## src/rtl/ppfx_pkg.sv

```systemverilog
package ppfx_pkg;

    typedef enum logic [1:0] {
        NET_KS = 2'd0,
        NET_BK = 2'd1,
        NET_SK = 2'd2
    } net_kind_e;

    typedef struct packed {
        logic g;
        logic p;
    } gp_t;

    // Merge an upper span (hi) with the span directly beneath it (lo).
    function automatic gp_t gp_merge(input gp_t hi, input gp_t lo);
        gp_t r;
        r.g = hi.g | (hi.p & lo.g);
        r.p = hi.p & lo.p;
        return r;
    endfunction

endpackage

```

## src/rtl/ppfx_gp_stage.sv

```systemverilog
module ppfx_gp_stage #(
    parameter int N         = 16,
    parameter bit ALIVE_NET = 1'b0
) (
    input  logic [N-1:0] op_a,
    input  logic [N-1:0] op_b,
    input  logic         cin,
    output logic [N-1:0] gen,
    output logic [N-1:0] prp_net,
    output logic [N-1:0] prp_sum
);

    logic [N-1:0] raw_gen;
    logic [N-1:0] xor_prp;
    logic [N-1:0] or_prp;

    always_comb begin
        raw_gen = op_a & op_b;
        xor_prp = op_a ^ op_b;
        or_prp  = op_a | op_b;
    end

    if (ALIVE_NET) begin : g_alive
        assign prp_net = or_prp;
    end else begin : g_xor
        assign prp_net = xor_prp;
    end

    // carry-in behaves as the generate of a position under bit 0
    always_comb begin
        gen    = raw_gen;
        gen[0] = raw_gen[0] | (prp_net[0] & cin);
    end

    assign prp_sum = xor_prp;

endmodule

```

## src/rtl/ppfx_prefix_net.sv

```systemverilog
module ppfx_prefix_net
    import ppfx_pkg::*;
#(
    parameter int        N    = 16,
    parameter net_kind_e KIND = NET_KS
) (
    input  logic         clk,
    input  logic         rst_n,
    input  logic [N-1:0] gen,
    input  logic [N-1:0] prp,
    output logic [N-1:0] carry
);

    localparam int LOG    = $clog2(N);
    localparam int LEVELS = 2 * LOG;

    gp_t lvl [0:LEVELS][0:N-1];

    for (genvar i = 0; i < N; i++) begin : g_in
        assign lvl[0][i] = '{g: gen[i], p: prp[i]};
    end

    for (genvar l = 0; l < LEVELS; l++) begin : g_lvl
        localparam int D    = (l < LOG) ? (1 << l) : 1;
        localparam bit DOWN = (l >= LOG) && (l < LEVELS - 1);
        localparam int S    = DOWN ? (2 * LOG - 2 - l) : 0;
        for (genvar i = 0; i < N; i++) begin : g_bit
            if (KIND == NET_KS && l < LOG && i >= D) begin : g_ks
                assign lvl[l+1][i] = gp_merge(lvl[l][i], lvl[l][i-D]);
            end else if (KIND == NET_SK && l < LOG && ((i >> l) & 1) == 1) begin : g_sk
                assign lvl[l+1][i] = gp_merge(lvl[l][i], lvl[l][((i >> l) << l) - 1]);
            end else if (KIND == NET_BK && l < LOG && ((i + 1) % (2 * D)) == 0) begin : g_bk_up
                assign lvl[l+1][i] = gp_merge(lvl[l][i], lvl[l][i-D]);
            end else if (KIND == NET_BK && DOWN &&
                         ((i + 1) % (1 << (S + 1))) == (1 << S) && i > (1 << S)) begin : g_bk_dn
                assign lvl[l+1][i] = gp_merge(lvl[l][i], lvl[l][i-(1 << S)]);
            end else begin : g_buf
                assign lvl[l+1][i] = lvl[l][i];
            end
        end
    end

    for (genvar i = 0; i < N; i++) begin : g_out
        assign carry[i] = lvl[LEVELS][i].g;
    end


    gen_makes_carry_chk: assert property (@(posedge clk) disable iff (!rst_n)
        (gen & ~carry) == '0);

    absorb_blocks_carry_chk: assert property (@(posedge clk) disable iff (!rst_n)
        (carry & ~(gen | prp)) == '0);

    transfer_passes_carry_chk: assert property (@(posedge clk) disable iff (!rst_n)
        ((prp[N-1:1] & ~gen[N-1:1]) & (carry[N-1:1] ^ carry[N-2:0])) == '0);

    top_span_transfer_chk: assert property (@(posedge clk) disable iff (!rst_n)
        lvl[LEVELS][N-1].p == (&prp));

endmodule

```

## src/rtl/ppfx_sum_stage.sv

```systemverilog
module ppfx_sum_stage #(
    parameter int N = 16
) (
    input  logic [N-1:0] prp_sum,
    input  logic [N-1:0] carry,
    input  logic         cin,
    output logic [N-1:0] sum,
    output logic         cout
);

    logic [N-1:0] carry_below;

    always_comb begin
        carry_below = {carry[N-2:0], cin};
        sum         = prp_sum ^ carry_below;
        cout        = carry[N-1];
    end

endmodule

```

## src/rtl/ppfx_adder.sv

```systemverilog
module ppfx_adder
    import ppfx_pkg::*;
#(
    parameter int        WIDTH     = 16,
    parameter net_kind_e NET_KIND  = NET_KS,
    parameter bit        ALIVE_NET = 1'b0,
    parameter bit        OUT_REG   = 1'b0
) (
    input  logic             clk,
    input  logic             rst_n,
    input  logic [WIDTH-1:0] in_a,
    input  logic [WIDTH-1:0] in_b,
    input  logic             in_cin,
    output logic [WIDTH-1:0] out_sum,
    output logic             out_cout
);

    localparam int RW = WIDTH + 1;

    typedef struct packed {
        logic             cout;
        logic [WIDTH-1:0] sum;
    } res_t;

    logic [WIDTH-1:0] gen;
    logic [WIDTH-1:0] prp_net;
    logic [WIDTH-1:0] prp_sum;
    logic [WIDTH-1:0] carry;
    logic [WIDTH-1:0] sum_c;
    logic             cout_c;
    res_t             res_d;

    ppfx_gp_stage #(.N(WIDTH), .ALIVE_NET(ALIVE_NET)) u_gp (
        .op_a    (in_a),
        .op_b    (in_b),
        .cin     (in_cin),
        .gen     (gen),
        .prp_net (prp_net),
        .prp_sum (prp_sum)
    );

    ppfx_prefix_net #(.N(WIDTH), .KIND(NET_KIND)) u_net (
        .clk   (clk),
        .rst_n (rst_n),
        .gen   (gen),
        .prp   (prp_net),
        .carry (carry)
    );

    ppfx_sum_stage #(.N(WIDTH)) u_sum (
        .prp_sum (prp_sum),
        .carry   (carry),
        .cin     (in_cin),
        .sum     (sum_c),
        .cout    (cout_c)
    );

    always_comb begin
        res_d.cout = cout_c;
        res_d.sum  = sum_c;
    end

    if (OUT_REG) begin : g_reg
        res_t res_q;
        logic armed_q;

        always_ff @(posedge clk or negedge rst_n) begin
            if (!rst_n) begin
                res_q   <= '0;
                armed_q <= 1'b0;
            end else begin
                res_q   <= res_d;
                armed_q <= 1'b1;
            end
        end

        assign out_sum  = res_q.sum;
        assign out_cout = res_q.cout;


        reg_result_chk: assert property (@(posedge clk) disable iff (!rst_n)
            armed_q |=> {out_cout, out_sum} ==
                $past(RW'({1'b0, in_a}) + RW'({1'b0, in_b}) + RW'(in_cin)));

        reset_clear_chk: assert property (@(posedge clk)
            !rst_n |-> ({out_cout, out_sum} == '0));
    end else begin : g_comb
        assign out_sum  = res_d.sum;
        assign out_cout = res_d.cout;


        comb_result_chk: assert property (@(posedge clk) disable iff (!rst_n)
            {out_cout, out_sum} ==
                (RW'({1'b0, in_a}) + RW'({1'b0, in_b}) + RW'(in_cin)));
    end

endmodule

```

## config.mk

```make
export PLATFORM = sky130hd
export DESIGN_NAME = ppfx_adder
export DESIGN_NICKNAME = d
export VERILOG_FILES = /design/src/rtl/ppfx_pkg.sv /design/src/rtl/ppfx_gp_stage.sv /design/src/rtl/ppfx_prefix_net.sv /design/src/rtl/ppfx_sum_stage.sv /design/src/rtl/ppfx_adder.sv
export SDC_FILE = /design/constraint.sdc
export NUM_CORES = 1
export LEC_CHECK = 0
export ABC_CLOCK_PERIOD_IN_PS = 3300
export BUFFER_PORTS_ARGS = -buffer_cell sky130_fd_sc_hd__buf_4
export CAP_MARGIN = 20
export CORE_AREA = 4 4 47 49
export DETAILED_ROUTE_END_ITERATION = 10
export DIE_AREA = 0 0 51 53
export PLACE_DENSITY = 0.86
export SLEW_MARGIN = 20
export SYNTH_ARGS = -nofsm -noshare
export SYNTH_HDL_FRONTEND = slang
export SYNTH_HIERARCHICAL = 1
export SYNTH_SLANG_ARGS = --single-unit
```

## constraint.sdc

```tcl
create_clock -name vclk -period 3.3
set_input_delay 0.33 -clock vclk [all_inputs]
set_output_delay 0.33 -clock vclk [all_outputs]
set_load 0.05 [all_outputs]
```

==> impl_metrics.yaml, run 1 <==
run_status:
  status: "finished clean"
floorplanning:
  die_height_um: 53
  core-area_mm2: 0.001862
  chipWidth_um: 51
  rows: 16
  start_util_pct: 45.50
  die_area_mm2: 0.002703
  io_pins: 52
detailed_routing:
  via_per_inst: 5.083
  ant_nets: 0
  wl_per_cell_um: 11.81
  dr.pass1.iters: 4
  drt-total-wl_um: 1984
  vias: 854
  drtIter0Drc: 12
  drc: 0
setup_path:
  slowest_stage: "ha_1"
  worstPathRequired_ns: 2.97
  arrival_ns: 2.29
  max_stage_delay_ns: 0.31
  cp-start-kind: "input pin"
  cp_max_fo: 3
  path_class: "input pin to primary output"
  cp-end-kind: "primary output"
  crit_chain: "buf_4, ha_1, a21o_1, a211oi_2, o21ai_1, a21oi_2, a21oi_2, a221o_1, xor2_1, buf_4"
layout:
  finalInstanceArea_mm2: 0.001121
  area_growth_pct: 32.35
  final_nets: 194
  final_common_cell: "buf_4"
  final_cell_mix: "buf_4, ha_1, xor2_1"
  fin_util_pct: 60.22
  drive_gt1_share_pct: 40.43
  fin_cells: 168
  diodes: 0
  nFlopsAndLatches: 0
  clockBufferCount: 0
  seqCellArea_um2: 0
clocking:
  cts_setup_buffers: 0
  ctsResizeCount: 0
  cts_hold_buf: 0
power:
  irDropWorstVdd_mv: 0.1955
  finalPower_mw: 0.4072
  p_per_area_mw_per_mm2: 363.2
  p_leak_nw: 0.6137
synth:
  syn_area_per_cell_um2: 7.771
  syn_area_um2: 847.1
  ys_seq_area_share_pct: 0
  synth.net_count: 160
  yosys_warnings: 6
  ys_types: 27
  netlist_instances: 109
grt:
  gr-usage-all-layers_pct: 14.12
  grt_pass1_wl_um: 3098
  grt_pass1_vias: 782
  grt_overflow: 0
  antenna_found_initial: 0
  grt_max_degree: 7
timing:
  period_minus_slack_ns: 2.621
  setup_tns_ns: 0
  worstMarginPinSlew_ns: 0.2610
  rsz0062_at_grt: "false"
  fin_crit_sh_pct: 79.42
  timing.hold.ws_ns: 0.9903
  max_freq_mhz: 381.5
  slew_headroom_pct: 82.60
  setup_violations: 0
  setup_slack_ns: 0.6791
  hold_violations: 0
  slew_violations: 0
flow_run:
  drv_cap: 0
placement:
  dp_cells: 168
  preCtsSetupSlack_ns: 0.6691
  hpwlAfterDp_um: 1799
  placed_cell_area_mm2: 0.001121
  io_buffers: 50
  place.gp.congestion: 0.7513
min_path:
  holdCritPathClass: "input pin to primary output"
==> metal layers <==
| metal | track usage (%) | share of wire, % | wire length [um] | up-vias |
|---|---|---|---|---|
| met4 | 0 | 0 | 0 | 0 |
| met1 | 16.33 | 39 | 780 | 387 |
| met5 | 0 | 0 | 0 | - |
| met3 | 1.127 | 6.5 | 129 | 0 |
| met2 | 29.18 | 54 | 1075 | 25 |
| li1 | - | - | - | 442 |
==> worst max-delay path: cells and delay by family <==
kind                     cells  cell delay [ns]
buffers and inverters        2             0.32
XOR/XNOR                     1             0.16
AO/OA/AOI/OAI                6             1.17
adder cells (fa/ha/maj)      1             0.31
==> power breakdown <==
part | leakage (nW) | internal [mW] | switching [mW]
clock | 0 | 0 | 0
sequential | 0 | 0 | 0
combinational | 0.614 | 0.143 | 0.264
total | 0.614 | 0.143 | 0.264
==> cell usage after synthesis, types with 2 or more instances <==
library cell | instances | share of area [%]
buf_4 | 18 | 16
nor2_1 | 5 | 2.2
a21oi_2 | 2 | 2.1
xor2_1 | 16 | 17
nand2_1 | 6 | 2.7
nand2b_1 | 3 | 2.2
ha_1 | 16 | 24
o21ai_1 | 4 | 2.4
o21ai_0 | 2 | 1.2
o21a_1 | 2 | 1.8
o21bai_1 | 2 | 1.8
inv_1 | 2 | 0.89
a21o_1 | 8 | 7.1
a21oi_1 | 10 | 5.9
==> final cells by class <==
type / count / area, um2
tap: 27 / 33.78
inverter: 3 / 11.26
multi-input combinational: 88 / 700.7
fill: 170 / 740.7
timing repair buffer: 50 / 375.4
==> final timing paths <==
check	from	to	slack (ns)	depth (start not counted)
worst min-delay path	in_cin	out_sum[0]	0.99	3
worst max-delay path	in_a[0]	out_sum[15]	0.68	10
==> kinds of logic after synthesis <==
kind of cell / count (synthesis) / synth area share (%)
AOI/OAI and AO/OA: 37 / 31.61
adders and majority gates: 16 / 23.63
buffers and inverters: 21 / 17.28
and+or+nand+nor: 19 / 10.93
xor gates and xnor gates: 16 / 16.54
Note: power is estimated with default switching activity, not from simulation.
==> run 2, diff against run 1 <==
--- a/config.mk
+++ b/config.mk
@@ -5,13 +5,13 @@
 export SDC_FILE = /design/constraint.sdc
 export NUM_CORES = 1
 export LEC_CHECK = 0
-export ABC_CLOCK_PERIOD_IN_PS = 3300
+export ABC_CLOCK_PERIOD_IN_PS = 2500
 export BUFFER_PORTS_ARGS = -buffer_cell sky130_fd_sc_hd__buf_4
 export CAP_MARGIN = 20
-export CORE_AREA = 4 4 47 49
+export CORE_AREA = 4 4 48 50
 export DETAILED_ROUTE_END_ITERATION = 10
-export DIE_AREA = 0 0 51 53
-export PLACE_DENSITY = 0.86
+export DIE_AREA = 0 0 52 54
+export PLACE_DENSITY = 0.83
 export SLEW_MARGIN = 20
 export SYNTH_ARGS = -nofsm -noshare
 export SYNTH_HDL_FRONTEND = slang
==> constraint.sdc (replaced) <==
create_clock -name vclk -period 2.5
set_input_delay 0.25 -clock vclk [all_inputs]
set_output_delay 0.25 -clock vclk [all_outputs]
set_load 0.05 [all_outputs]
==> impl_metrics.yaml, run 2 (synthesis results as in run 1) <==
run_status:
  status: "finished clean"
timing:
  setup_violations: 0
  timing.hold.ws_ns: 0.8381
  fin_crit_sh_pct: 96.72
  slew_violations: 0
  max_freq_mhz: 413.6
  hold_violations: 0
  worstMarginPinSlew_ns: 0.2523
  slew_headroom_pct: 83.00
  setup_slack_ns: 0.08208
  period_minus_slack_ns: 2.418
grt:
  grt_pass1_wl_um: 3077
  grt_pass1_vias: 767
  grt_max_degree: 7
  antenna_found_initial: 0
  gr-usage-all-layers_pct: 13.63
  grt_overflow: 0
placement:
  hpwlAfterDp_um: 1800
  preCtsSetupSlack_ns: -0.003829
  place.gp.congestion: 0.7732
  io_buffers: 50
clocking:
  cts_hold_buf: 0
layout:
  drive_gt1_share_pct: 44.06
  clockBufferCount: 0
  area_growth_pct: 38.26
  final_nets: 196
  final_common_cell: "buf_4"
  multi_input_area_um2: 732.0
  final_cell_mix: "buf_4, ha_1, xor2_1"
  diodes: 0
  seqCellArea_um2: 0
  nFlopsAndLatches: 0
  fillers: 176
setup_path:
  cp-start-kind: "input pin"
  max_stage_delay_ns: 0.36
  cp-end-kind: "primary output"
  slowest_stage: "a221o_1"
  crit_chain: "buf_4, ha_4, a21o_1, a211oi_2, o21ai_2, a21oi_2, a21oi_2, a221o_1, xor2_2, buf_6"
  path_class: "input pin to primary output"
  critPathTopFamily: "compound AO/OA/AOI/OAI gates"
  crit_buf_inv: 2
  worstPathRequired_ns: 2.25
  arrival_ns: 2.17
  cp_max_fo: 3
  crit_top_cell: "a21oi_2"
floorplanning:
  die_height_um: 54
  core-area_mm2: 0.001902
  die_area_mm2: 0.002808
  chipWidth_um: 52
  rows: 16
  start_util_pct: 44.54
  io_pins: 52
power:
  p_leak_nw: 0.6279
  p_per_area_mw_per_mm2: 473.3
  irDropWorstVdd_mv: 0.2497
detailed_routing:
  via_per_inst: 5.000
  vias: 850
  drtIter0Drc: 8
  wl_per_cell_um: 12.01
  drt-total-wl_um: 2042
  dr.pass1.iters: 4
  drc: 0
  ant_nets: 0
min_path:
  holdCritPathClass: "input pin to primary output"
flow_run:
  drv_cap: 0
[run 2: changes by cell type in the layout (fill, tap and decap cells not counted), sizes merged]
cell / previous run / this run
buf: 50 / 52
[run 2: what timing repair did]
item | CTS | global route
endpoints found under the setup margin | 1 | 1
setup buffers | 1 | 1
pin swaps | 1 | 7
resized for setup | 1 | 2
[run 2: per-stage QoR]
| step | util, % | power [mW] | std cells | setup TNS, ns | cell area (um2) |
|---|---|---|---|---|---|
| floorplan | - | 0.4209 | 109 | 0 | 862.1 |
| global placement | 59.74 | 0.5337 | 168 | 0 | 1136 |
| detailed placement | 59.74 | 0.5419 | 168 | -0.003829 | 1136 |
| CTS | 60.33 | 0.5478 | 169 | 0 | 1147 |
| global route | 61.58 | 0.5906 | 170 | -0.009098 | 1171 |
| finish | 61.58 | 0.5543 | 170 | 0 | 1171 |
[run 2: worst paths after layout]
check | cells after the start | start | slack, ns | end
setup / recovery | 10 | in_a[0] | 0.08 | out_sum[15]
hold / removal | 3 | in_cin | 0.84 | out_sum[0]
[run 2: final cells by class]
cell class,count,share of cell area [%]
Multi-Input combinational cell,88,62.50
Inverter,3,0.9615
Tap cell,27,2.885
Timing Repair Buffer,52,33.65
[run 2: per-layer routing]
metal / GRT usage, % / routed length (um) / up-vias
li1: - / - / 445
met1: 15.10 / 781 / 377
met2: 29.29 / 1137 / 28
met3: 0.8310 / 123 / 0
met4: 0 / 0 / 0
met5: 0 / 0 / -
[run 2: report_power, final]
group          switching (mW)  internal (mW)  total [mW]
sequential                  0              0           0
combinational           0.354          0.200       0.554
clock                       0              0           0
